--- src/rtl/dbk_pkg.sv ---
package dbk_pkg;
  localparam int NBANK = 2;

  typedef enum logic [2:0] {
    CMD_NOP, CMD_MRS, CMD_REF, CMD_ACT, CMD_PRE, CMD_RD, CMD_WR, CMD_BST
  } cmd_e;

  typedef enum logic [2:0] {
    BK_IDLE, BK_ACT, BK_BURST, BK_BURST_AP, BK_RECOVER
  } bank_state_e;

  typedef enum logic [2:0] {
    ERR_NONE      = 3'd0,
    ERR_MRS_BUSY  = 3'd1,
    ERR_MRS_GAP   = 3'd2,
    ERR_REF_BUSY  = 3'd3,
    ERR_AP_LOCK   = 3'd4,
    ERR_BANK_IDLE = 3'd5,
    ERR_BANK_OPEN = 3'd6,
    ERR_TRP       = 3'd7
  } err_e;
endpackage

--- src/rtl/dbk_cmd_decode.sv ---
module dbk_cmd_decode
  import dbk_pkg::*;
(
  input  logic clk,
  input  logic rst_n,
  input  logic cke,
  input  logic cs_n,
  input  logic ras_n,
  input  logic cas_n,
  input  logic we_n,
  output cmd_e cmd
);
  logic cke_q;
  logic cke_d;

  assign cke_d = cke;

  always_ff @(posedge clk or negedge rst_n) begin
    if (!rst_n) cke_q <= 1'b0;
    else        cke_q <= cke_d;
  end

  // decode only with chip select low and clock enable high one edge back
  always_comb begin
    cmd = CMD_NOP;
    if (cke_q && !cs_n) begin
      case ({ras_n, cas_n, we_n})
        3'b000:  cmd = CMD_MRS;
        3'b001:  cmd = CMD_REF;
        3'b011:  cmd = CMD_ACT;
        3'b010:  cmd = CMD_PRE;
        3'b101:  cmd = CMD_RD;
        3'b100:  cmd = CMD_WR;
        3'b110:  cmd = CMD_BST;
        default: cmd = CMD_NOP;
      endcase
    end
  end
endmodule

--- src/rtl/dbk_bank_fsm.sv ---
module dbk_bank_fsm
  import dbk_pkg::*;
#(
  parameter int BURST_LEN = 4,
  parameter bit FULL_PAGE = 1'b0,
  parameter int TRP_CYC   = 3
) (
  input  logic        clk,
  input  logic        rst_n,
  input  logic        go_act,
  input  logic        go_rw,
  input  logic        rw_ap,
  input  logic        go_pre,
  input  logic        go_stop,
  input  logic        go_cut,
  output bank_state_e state
);
  localparam int CNT_W = $clog2(BURST_LEN + TRP_CYC + 1) + 1;
  localparam logic [CNT_W-1:0] BL_LOAD  = CNT_W'(BURST_LEN - 1);
  localparam logic [CNT_W-1:0] TRP_LOAD = CNT_W'(TRP_CYC - 1);
  localparam logic [CNT_W-1:0] CNT_ONE  = CNT_W'(1);
  localparam bit ONE_BEAT = (BURST_LEN == 1) && !FULL_PAGE;

  bank_state_e      state_q, state_d;
  logic [CNT_W-1:0] cnt_q, cnt_d;
  logic             finish, fin_ap;

  always_comb begin
    state_d = state_q;
    cnt_d   = cnt_q;
    finish  = 1'b0;
    fin_ap  = 1'b0;
    if (go_act) begin
      state_d = BK_ACT;
    end else if (go_rw) begin
      // the command edge is the first beat
      if (ONE_BEAT) begin
        finish = 1'b1;
        fin_ap = rw_ap;
      end else begin
        state_d = rw_ap ? BK_BURST_AP : BK_BURST;
        cnt_d   = BL_LOAD;
      end
    end else if (go_pre) begin
      if (state_q == BK_ACT || state_q == BK_BURST) state_d = BK_IDLE;
    end else if ((go_stop || go_cut) && state_q == BK_BURST) begin
      state_d = BK_ACT;
    end else if (go_stop && state_q == BK_BURST_AP) begin
      finish = 1'b1;
      fin_ap = 1'b1;
    end else begin
      case (state_q)
        BK_BURST, BK_BURST_AP: begin
          if (!FULL_PAGE) begin
            if (cnt_q <= CNT_ONE) begin
              finish = 1'b1;
              fin_ap = (state_q == BK_BURST_AP);
            end else begin
              cnt_d = cnt_q - CNT_ONE;
            end
          end
        end
        BK_RECOVER: begin
          if (cnt_q <= CNT_ONE) state_d = BK_IDLE;
          else                  cnt_d   = cnt_q - CNT_ONE;
        end
        default: ;
      endcase
    end
    // auto-precharge recovery begins at the last beat
    if (finish) begin
      if (!fin_ap)           state_d = BK_ACT;
      else if (TRP_CYC <= 1) state_d = BK_IDLE;
      else begin
        state_d = BK_RECOVER;
        cnt_d   = TRP_LOAD;
      end
    end
  end

  always_ff @(posedge clk or negedge rst_n) begin
    if (!rst_n) begin
      state_q <= BK_IDLE;
      cnt_q   <= '0;
    end else begin
      state_q <= state_d;
      cnt_q   <= cnt_d;
    end
  end

  assign state = state_q;
endmodule

--- src/rtl/dbk_dqm_path.sv ---
module dbk_dqm_path #(
  parameter int RD_LAT = 2
) (
  input  logic clk,
  input  logic rst_n,
  input  logic dqm,
  output logic wr_en,
  output logic rd_oe
);
  logic [RD_LAT-1:0] pipe_q, pipe_d;

  generate
    if (RD_LAT == 1) begin : g_short
      assign pipe_d = dqm;
    end else begin : g_long
      assign pipe_d = {pipe_q[RD_LAT-2:0], dqm};
    end
  endgenerate

  always_ff @(posedge clk or negedge rst_n) begin
    if (!rst_n) pipe_q <= '1;
    else        pipe_q <= pipe_d;
  end

  // write mask acts at once, read mask after RD_LAT edges
  assign wr_en = !dqm;
  assign rd_oe = !pipe_q[RD_LAT-1];
endmodule

--- src/rtl/dbk_cmd_guard.sv ---
module dbk_cmd_guard
  import dbk_pkg::*;
#(
  parameter int BURST_LEN   = 4,
  parameter bit FULL_PAGE   = 1'b0,
  parameter int TRP_CYC     = 3,
  parameter int MRS_GAP     = 2,
  parameter int RD_MASK_LAT = 2
) (
  input  logic       clk,
  input  logic       rst_n,
  input  logic       cke,
  input  logic       cs_n,
  input  logic       ras_n,
  input  logic       cas_n,
  input  logic       we_n,
  input  logic       ba,
  input  logic       a10,
  input  logic       dqm,
  output logic       err_strobe,
  output logic [2:0] err_code,
  output logic       wr_en,
  output logic       rd_oe
);
  localparam int GAP_W = $clog2(MRS_GAP + 1) + 1;
  localparam logic [GAP_W-1:0] GAP_LOAD = GAP_W'(MRS_GAP);

  cmd_e                     cmd;
  bank_state_e [NBANK-1:0]  bank_st;
  logic [NBANK-1:0]         go_act, go_rw, go_pre, go_cut;
  logic                     go_stop;
  logic [GAP_W-1:0]         gap_q, gap_d;
  logic                     mrs_wait;
  logic                     all_idle, any_ap, accept;
  bank_state_e              sel_st;
  err_e                     err_d;
  logic                     strobe_q;
  err_e                     code_q;

  dbk_cmd_decode u_decode (
    .clk(clk), .rst_n(rst_n), .cke(cke), .cs_n(cs_n),
    .ras_n(ras_n), .cas_n(cas_n), .we_n(we_n), .cmd(cmd)
  );

  assign mrs_wait = (gap_q != '0);
  assign sel_st   = bank_st[ba];

  always_comb begin
    all_idle = 1'b1;
    any_ap   = 1'b0;
    for (int i = 0; i < NBANK; i++) begin
      if (bank_st[i] != BK_IDLE)    all_idle = 1'b0;
      if (bank_st[i] == BK_BURST_AP) any_ap  = 1'b1;
    end
  end

  // Legality
  always_comb begin
    err_d = ERR_NONE;
    if (cmd != CMD_NOP && mrs_wait) begin
      err_d = ERR_MRS_GAP;
    end else begin
      case (cmd)
        CMD_MRS: if (!all_idle) err_d = ERR_MRS_BUSY;
        CMD_REF: if (!all_idle) err_d = ERR_REF_BUSY;
        CMD_ACT: begin
          if (sel_st == BK_RECOVER)   err_d = ERR_TRP;
          else if (sel_st != BK_IDLE) err_d = ERR_BANK_OPEN;
        end
        CMD_RD, CMD_WR: begin
          if (any_ap) err_d = ERR_AP_LOCK;
          else if (sel_st != BK_ACT && sel_st != BK_BURST) err_d = ERR_BANK_IDLE;
        end
        default: ;
      endcase
    end
  end

  assign accept  = (cmd != CMD_NOP) && (err_d == ERR_NONE);
  assign go_stop = accept && (cmd == CMD_BST);

  // bank steering, a10 widens precharge to every bank
  generate
    for (genvar gi = 0; gi < NBANK; gi++) begin : g_bank
      localparam bit BID = (gi != 0);
      logic is_rw;
      assign is_rw      = (cmd == CMD_RD) || (cmd == CMD_WR);
      assign go_act[gi] = accept && (cmd == CMD_ACT) && (ba == BID);
      assign go_rw[gi]  = accept && is_rw && (ba == BID);
      assign go_cut[gi] = accept && is_rw && (ba != BID);
      assign go_pre[gi] = accept && (cmd == CMD_PRE) && (a10 || (ba == BID));

      dbk_bank_fsm #(
        .BURST_LEN(BURST_LEN), .FULL_PAGE(FULL_PAGE), .TRP_CYC(TRP_CYC)
      ) u_bank (
        .clk(clk), .rst_n(rst_n), .go_act(go_act[gi]), .go_rw(go_rw[gi]),
        .rw_ap(a10), .go_pre(go_pre[gi]), .go_stop(go_stop),
        .go_cut(go_cut[gi]), .state(bank_st[gi])
      );
    end
  endgenerate

  // wait window after an accepted mode set
  always_comb begin
    gap_d = gap_q;
    if (accept && cmd == CMD_MRS) gap_d = GAP_LOAD;
    else if (mrs_wait)            gap_d = gap_q - GAP_W'(1);
  end

  always_ff @(posedge clk or negedge rst_n) begin
    if (!rst_n) begin
      gap_q    <= '0;
      strobe_q <= 1'b0;
      code_q   <= ERR_NONE;
    end else begin
      gap_q    <= gap_d;
      strobe_q <= (err_d != ERR_NONE);
      code_q   <= err_d;
    end
  end

  // registered report
  assign err_strobe = strobe_q;
  assign err_code   = code_q;

  dbk_dqm_path #(.RD_LAT(RD_MASK_LAT)) u_dqm (
    .clk(clk), .rst_n(rst_n), .dqm(dqm), .wr_en(wr_en), .rd_oe(rd_oe)
  );
endmodule

--- config.mk ---
export PLATFORM = sky130hd
export DESIGN_NAME = dbk_cmd_guard
export DESIGN_NICKNAME = d
export VERILOG_FILES = /design/src/rtl/dbk_pkg.sv /design/src/rtl/dbk_cmd_decode.sv /design/src/rtl/dbk_bank_fsm.sv /design/src/rtl/dbk_dqm_path.sv /design/src/rtl/dbk_cmd_guard.sv
export SDC_FILE = /design/constraint.sdc
export NUM_CORES = 1
export LEC_CHECK = 0
export BUFFER_PORTS_ARGS = -buffer_cell sky130_fd_sc_hd__buf_2
export CAP_MARGIN = 5
export CORE_ASPECT_RATIO = 1.1
export CORE_MARGIN = 2
export CORE_UTILIZATION = 30
export CTS_BUF_LIST = sky130_fd_sc_hd__clkbuf_16
export DETAILED_ROUTE_END_ITERATION = 7
export SLEW_MARGIN = 20
export SYNTH_ARGS = -nofsm -noshare
export SYNTH_HDL_FRONTEND = slang
export SYNTH_SLANG_ARGS = --single-unit
export TNS_END_PERCENT = 1
--- constraint.sdc ---
create_clock -name clk -period 2.9 [get_ports clk]
set_input_delay 0.145 -clock clk [delete_from_list [all_inputs] [get_ports clk]]
set_output_delay 0.145 -clock clk [all_outputs]
set_load 0.02 [all_outputs]
* Word-level counts from Yosys, hierarchy flattened *
Cells that the tools add are included.

word-level totals
  word-level logic and storage cells = 178
  bits in registers = 24
  input port bits = 10
  output and inout port bits = 6

operators by class
  add/sub/neg operators = 3
  mux-type cells = 85
  reductions and logical operators = 49
  equal/unequal tests = 28
  order comparisons = 3
  bitwise operators = 1

operators with widths
  kind                 number
  $mux 3               30
  $mux 4               18
  $mux 1               34
  $eq 3x3->1 const B   10
  $eq 3x2->1 const B   8
  $reduce_bool 6->1    4
  $pmux 3 s7           1
  $logic_and 1x1->1    19
  $reduce_bool 3->1    6
  $eq 3x1->1 const B   4
  $pmux 3 s4           1
  $le 4x1->1 const B   2
  $reduce_and 4->1     2
  $sub 4x1->4 const B  2
  $logic_or 1x1->1     7
  $logic_not 3->1      2
  $ne 6x1->1 const B   1
  $ne 6x2->1 const B   1
  $reduce_or 2->1      3
  $reduce_or 3->1      2
  $ne 5x3->1 const B   1
  $ne 5x4->1 const B   1
  $logic_not 1->1      3
  $ne 3x1->1 const B   1
  6 further kinds      6

* Longest topological paths before layout *
  depth in word-level cells = 20
  gate-level depth with buffers = 11
  mapped depth without buffers = 9

* Hierarchy *
A second synthesis with hierarchy kept.

second synthesis, totals
  cell total of the unflattened synthesis = 230
  area, all modules = 2,034.5 um^2

by module, submodules not included
  module          seq. area each (um^2)  cells each  area each (um^2)  times used
  dbk_bank_fsm    175.2                  73          635.6             2
  dbk_cmd_guard   175.2                  70          613.1             1
  dbk_cmd_decode  25.0                   10          90.1              1
  dbk_dqm_path    52.6                   4           60.1              1

* Worst setup path before layout *
No wires, ideal clock.

  kind = register -> register
  from = reg g_bank[0].u_bank.state_q[2]
  to = reg gap_q[0]
  buffers on the path = 0
  arrival time = 2.379 ns
  clock period less this slack = 2.498 ns
  data required time = 2.781 ns
  setup slack = 0.402 ns
  setup time = 0.119 ns
  stages on the path, launching flop included = 8
  path through = dfrtp_1 > or4_4 > o31ai_4 > o22ai_1 > o31ai_4 > nand2_2 > or4_1 > and2_1

on the way
  longest elaborated chain between the ends = 12
  elaborated cells between the ends (all ways) = 26
  classes of those cells = eq/ne (4); mux (15); reduce/logical (7)

ends and longest elaborated chain
  what                                         line                  text
  start: declaration                           dbk_bank_fsm.sv:24    bank_state_e state_q, state_d;
  start signal: assignment                     dbk_bank_fsm.sv:86    state_q <= state_d;
  $mux 3 (not written as such) (2 in series)   dbk_cmd_guard.sv:46   assign sel_st = bank_st[ba];
  $ne 3x1->1 or $ne 3x2->1 (tied branches)     dbk_cmd_guard.sv:72   else if (sel_st != BK_ACT && sel_st != BK_BURST) err_d = ERR_BANK_IDLE;
  $logic_and 1x1->1                            dbk_cmd_guard.sv:72
  $mux 3                                       dbk_cmd_guard.sv:72
  $mux 3                                       dbk_cmd_guard.sv:71   if (any_ap) err_d = ERR_AP_LOCK;
  $pmux 3 s4 *                                 dbk_cmd_guard.sv:63   case (cmd)
  $mux 3 *                                     dbk_cmd_guard.sv:60   if (cmd != CMD_NOP && mrs_wait) begin
  $logic_not 3->1 *                            dbk_cmd_guard.sv:79   assign accept = (cmd != CMD_NOP) && (err_d == ERR_NONE);
  $logic_and 1x1->1 *                          dbk_cmd_guard.sv:79
  $logic_and 1x1->1 *                          dbk_cmd_guard.sv:106  if (accept && cmd == CMD_MRS) gap_d = GAP_LOAD;
  $mux 3 or $reduce_bool 2->1 (tied branches)  -
  end signal: assignment                       dbk_cmd_guard.sv:116  gap_q <= gap_d;
  end: declaration                             dbk_cmd_guard.sv:32   logic [GAP_W-1:0] gap_q, gap_d;

Every way passes the cells marked *; elsewhere a longest branch is shown, timed or not. The select of a mux whose other input is x is not followed.
A chain may end at the register's enable or synchronous reset.

* Final worst setup path *
  from = reg g_bank[0].u_bank.state_q[2]
  to = reg g_bank[1].u_bank.cnt_q[1]

on the way
  longest elaborated chain between the ends = 20
  elaborated cells between the ends (all ways) = 51
  classes of those cells = eq/ne (4); mux (31); reduce/logical (16)

ends and longest elaborated chain
  what                                        line                 text
  $mux 3 (not written as such) (2 in series)  dbk_cmd_guard.sv:46
  $ne 3x1->1 or $ne 3x2->1 (tied branches)    dbk_cmd_guard.sv:72
  $logic_and 1x1->1                           dbk_cmd_guard.sv:72
  $mux 3                                      dbk_cmd_guard.sv:72
  $mux 3                                      dbk_cmd_guard.sv:71
  $pmux 3 s4 *                                dbk_cmd_guard.sv:63
  $mux 3 *                                    dbk_cmd_guard.sv:60
  $logic_not 3->1 *                           dbk_cmd_guard.sv:79
  [4 not listed]                              -
  $logic_and 1x1->1                           dbk_bank_fsm.sv:46   end else if ((go_stop || go_cut) && state_q == BK_BURST) begin
  $mux 4 or $mux 1 (tied branches)            dbk_bank_fsm.sv:46
  $mux 4 or $mux 1 (tied branches)            dbk_bank_fsm.sv:44   end else if (go_pre) begin
  $mux 4 or $mux 1 (tied branches)            dbk_bank_fsm.sv:35   end else if (go_rw) begin
  $mux 4 or $mux 1 (tied branches)            dbk_bank_fsm.sv:33   if (go_act) begin
  $mux 4                                      dbk_bank_fsm.sv:72   if (!fin_ap) state_d = BK_ACT;
  $mux 4 *                                    dbk_bank_fsm.sv:71   if (finish) begin
  named net g_bank[1].u_bank.cnt_d[1]         dbk_bank_fsm.sv:25   logic [CNT_W-1:0] cnt_q, cnt_d;
  end signal: assignment                      dbk_bank_fsm.sv:87   cnt_q <= cnt_d;
  end: declaration                            dbk_bank_fsm.sv:25

The timed path passes the listed nets; every way through them passes the cells marked *. The select of a mux whose other input is x is not followed.

==> out/metrics.csv <==
metric,value,unit
Total GRT Usage,14.76,%
DRC violations left,0,
r2r startpoint,g_bank[0].u_bank.state[2],
clock-pin slew of the registers on the worst-case setup and hold paths,0.07,ns
RSZ-0062 raised after global routing,no,
P_leak,0.9248,nW
Synth Flop Type,dfrtp_1,
# fillers,589,
clock sinks,24,
Yosys top cell area share,30.24,%
DP HPWL,3.595,mm
Max-Cap Viols,0,
Nets,253,
hold path depth,3,
Post-DP Area,2018,um2
Top-Level Pins,16,
"Max FO, Critical Path",9,
CTS resizes,0,
post-layout util,37.09,%
CTS buffer count,3,
TritonCTS clock tree,built,
final number of hold-violating endpoints,0,
clock period minus worst slack,2.679,ns
skew final,0.008848,ns
CP Capture Type,flip-flop,
Mapped Area,1820,um2
Worst EP required,3.04,ns
Die Span X,78.28,um
final wirelength,4.574,mm
area of the multi-input gates,1116,um2
Mean Syn Cell Area,8.467,um2
# setup viols final,0,
antenna-violating nets left,0,
Synth area leader,dfrtp_1,
Post-Synthesis Cells,215,
Setup crit end,g_bank[1].u_bank.cnt_q[1],
unique cell type count in the Yosys netlist,55,
Max clock buf depth,2,
first-pass GRT wire length,7.955,mm
Port Buf Inserts,15,
initial DRC count,197,
Skew-Pair Late Insertion Delay,0.26,ns
# H-tree levels,1,
Vias/cell,5.578,
grt total ovfl,0,
GPL Wtd Cong,0.8821,
Least-Margin Pin Slew,0.5873,ns
DIE AREA,6708,um2
Vias,1746,
Die Height,85.70,um
ANT cells,0,
setup bufs post-CTS,0,
Worst Setup SP,g_bank[0].u_bank.state[2],
async set-reset flop share out of synthesis,100.0,%
initial antenna violation count,0,
power per cell area,690.3,nW/um2
slew margin rel.,60.43,%
Max Slew Vio Count,0,
Max Fclk,0.3733,GHz
Critical Path AT,2.82,ns
register area share after synthesis,33.13,%
"leading cell type in the layout, fill and taps excluded",dfrtp_1,
total iterations of the first detailed-routing run,4,
Post-synth EDFFs,0,
layout cells sized above 1,17.37,%
wire length per cell,14.61,um
worst vdd ir,245.2,uV
Hold Path Class,in2reg,
WS Path Type,reg2reg,
placeable core region,5806,um2
Synth Net Count,231,
Final Instance Area,2153,um2
register area,603.1,um2
clk root buf,clkbuf_16,
critical path launch point type,flip-flop,
Yosys Warn Count,0,
R2R Path End,g_bank[1].u_bank.cnt_q[1],
status,completed,
ranking of synthesized cells by area,"dfrtp_1 (30%), nand2_1 (4.3%), ha_1 (4.1%)",
P&R area growth vs syn,18.28,%
FP Rows,29,
Initial Utilization,31.36,%
Setup TNS,0,ns
Reg2Reg Depth,7,
most frequent cells in the layout,"dfrtp_1 (22), nand2_1 (21), nor2_1 (19)",
worst hold margin,0.2282,ns
flop2flop setup slack,0.22,ns
pin count of the biggest net entering global routing,25,
Tcrit/Tclk final,92.37,%
vias in the first global route,1722,
synthesized flop and latch total,24,
[critical path, stage by stage, from the launching register on]
cell and delay, ns:
dfrtp_1 0.45, or4_4 0.58, o31ai_1 0.32, o21a_1 0.31
buf_4 0.20, a31oi_1 0.13, o211a_2 0.20, or3_1 0.36
[metal layers]
layer  wire (um)  track usage [%]  up-vias
met1        1917            17.12      833
li1            -                -      842
met5           0                0        -
met4         153            7.496        0
met3         241            2.421       12
met2        2261            26.18       59
[cell families after synthesis]
group / Yosys count / share of synthesized area (%)
mux: 4 / 2.268
xor+xnor: 5 / 2.405
buf+inv: 25 / 5.567
fa+ha+maj: 6 / 4.124
compound gates: 70 / 28.73
flops: 24 / 33.13
simple gates: 81 / 23.78
[through the flow]
step / total power, W / std cells / setup slack, ns
floorplan: 0.0009334 / 215 / 0.4019
global placement: 0.001081 / 306 / 0.2932
detailed placement: 0.001087 / 306 / 0.2635
CTS: 0.001496 / 313 / 0.2431
global route: 0.001606 / 313 / 0.1127
finish: 0.001486 / 313 / 0.2213
[worst min path at each step]
stage | from | endpoint
6_report | a10 | g_bank[0].u_bank.state[0]
5_1_grt | a10 | g_bank[0].u_bank.state[0]
4_1_cts | a10 | g_bank[0].u_bank.state[0]
3_5_place_dp | rst_n | u_decode.cke_q
3_3_place_gp | rst_n | err_code[1]
2_1_floorplan | rst_n | err_code[0]
[cells in the mapped netlist (3+ instances only)]
master	instances
dfrtp_1	22
nand2_1	21
nor2_1	19
inv_1	14
a21oi_1	11
a31oi_1	9
o21ai_0	7
buf_2	6
ha_1	6
o211ai_1	6
a21o_1	5
clkbuf_1	5
nand3_1	5
xnor2_1	5
nand2b_1	4
nor2b_1	4
nor3_1	4
o21a_1	4
a211oi_1	3
and3_1	3
mux2i_1	3
nand4_1	3
o21ai_1	3
o22ai_1	3
[area by class of cell]
| class | count | share of cell area (%) |
|---|---|---|
| tap | 77 | 4.474 |
| clock buffer | 3 | 3.486 |
| clock inverter | 1 | 1.395 |
| timing repair buffer | 28 | 8.367 |
| sequential | 24 | 28.01 |
| inverter | 14 | 2.440 |
| multi-input combinational | 166 | 51.83 |
[sequential cells by signal, indices dropped and copies added, names as in the netlist]
register	cells
err_code	3
u_decode.cke_q	1
err_strobe	1
u_dqm.pipe_q	2
gap_q	3
g_bank.u_bank.state	6
g_bank.u_bank.cnt_q	8
[power breakdown]
part	internal (W)	total, W	switching [W]
Sequential	0.000428	0.000512	0.0000836
Clock	0.000275	0.000402	0.000127
Combinational	0.000256	0.000573	0.000317
Total	0.000958	0.00149	0.000528
[repair_timing]
item	4_1_cts	5_1_grt
setup endpoints to repair	0	0
endpoints found under the hold margin	24	0
hold buffers	3	0
Power figures use the tool's default switching activity.
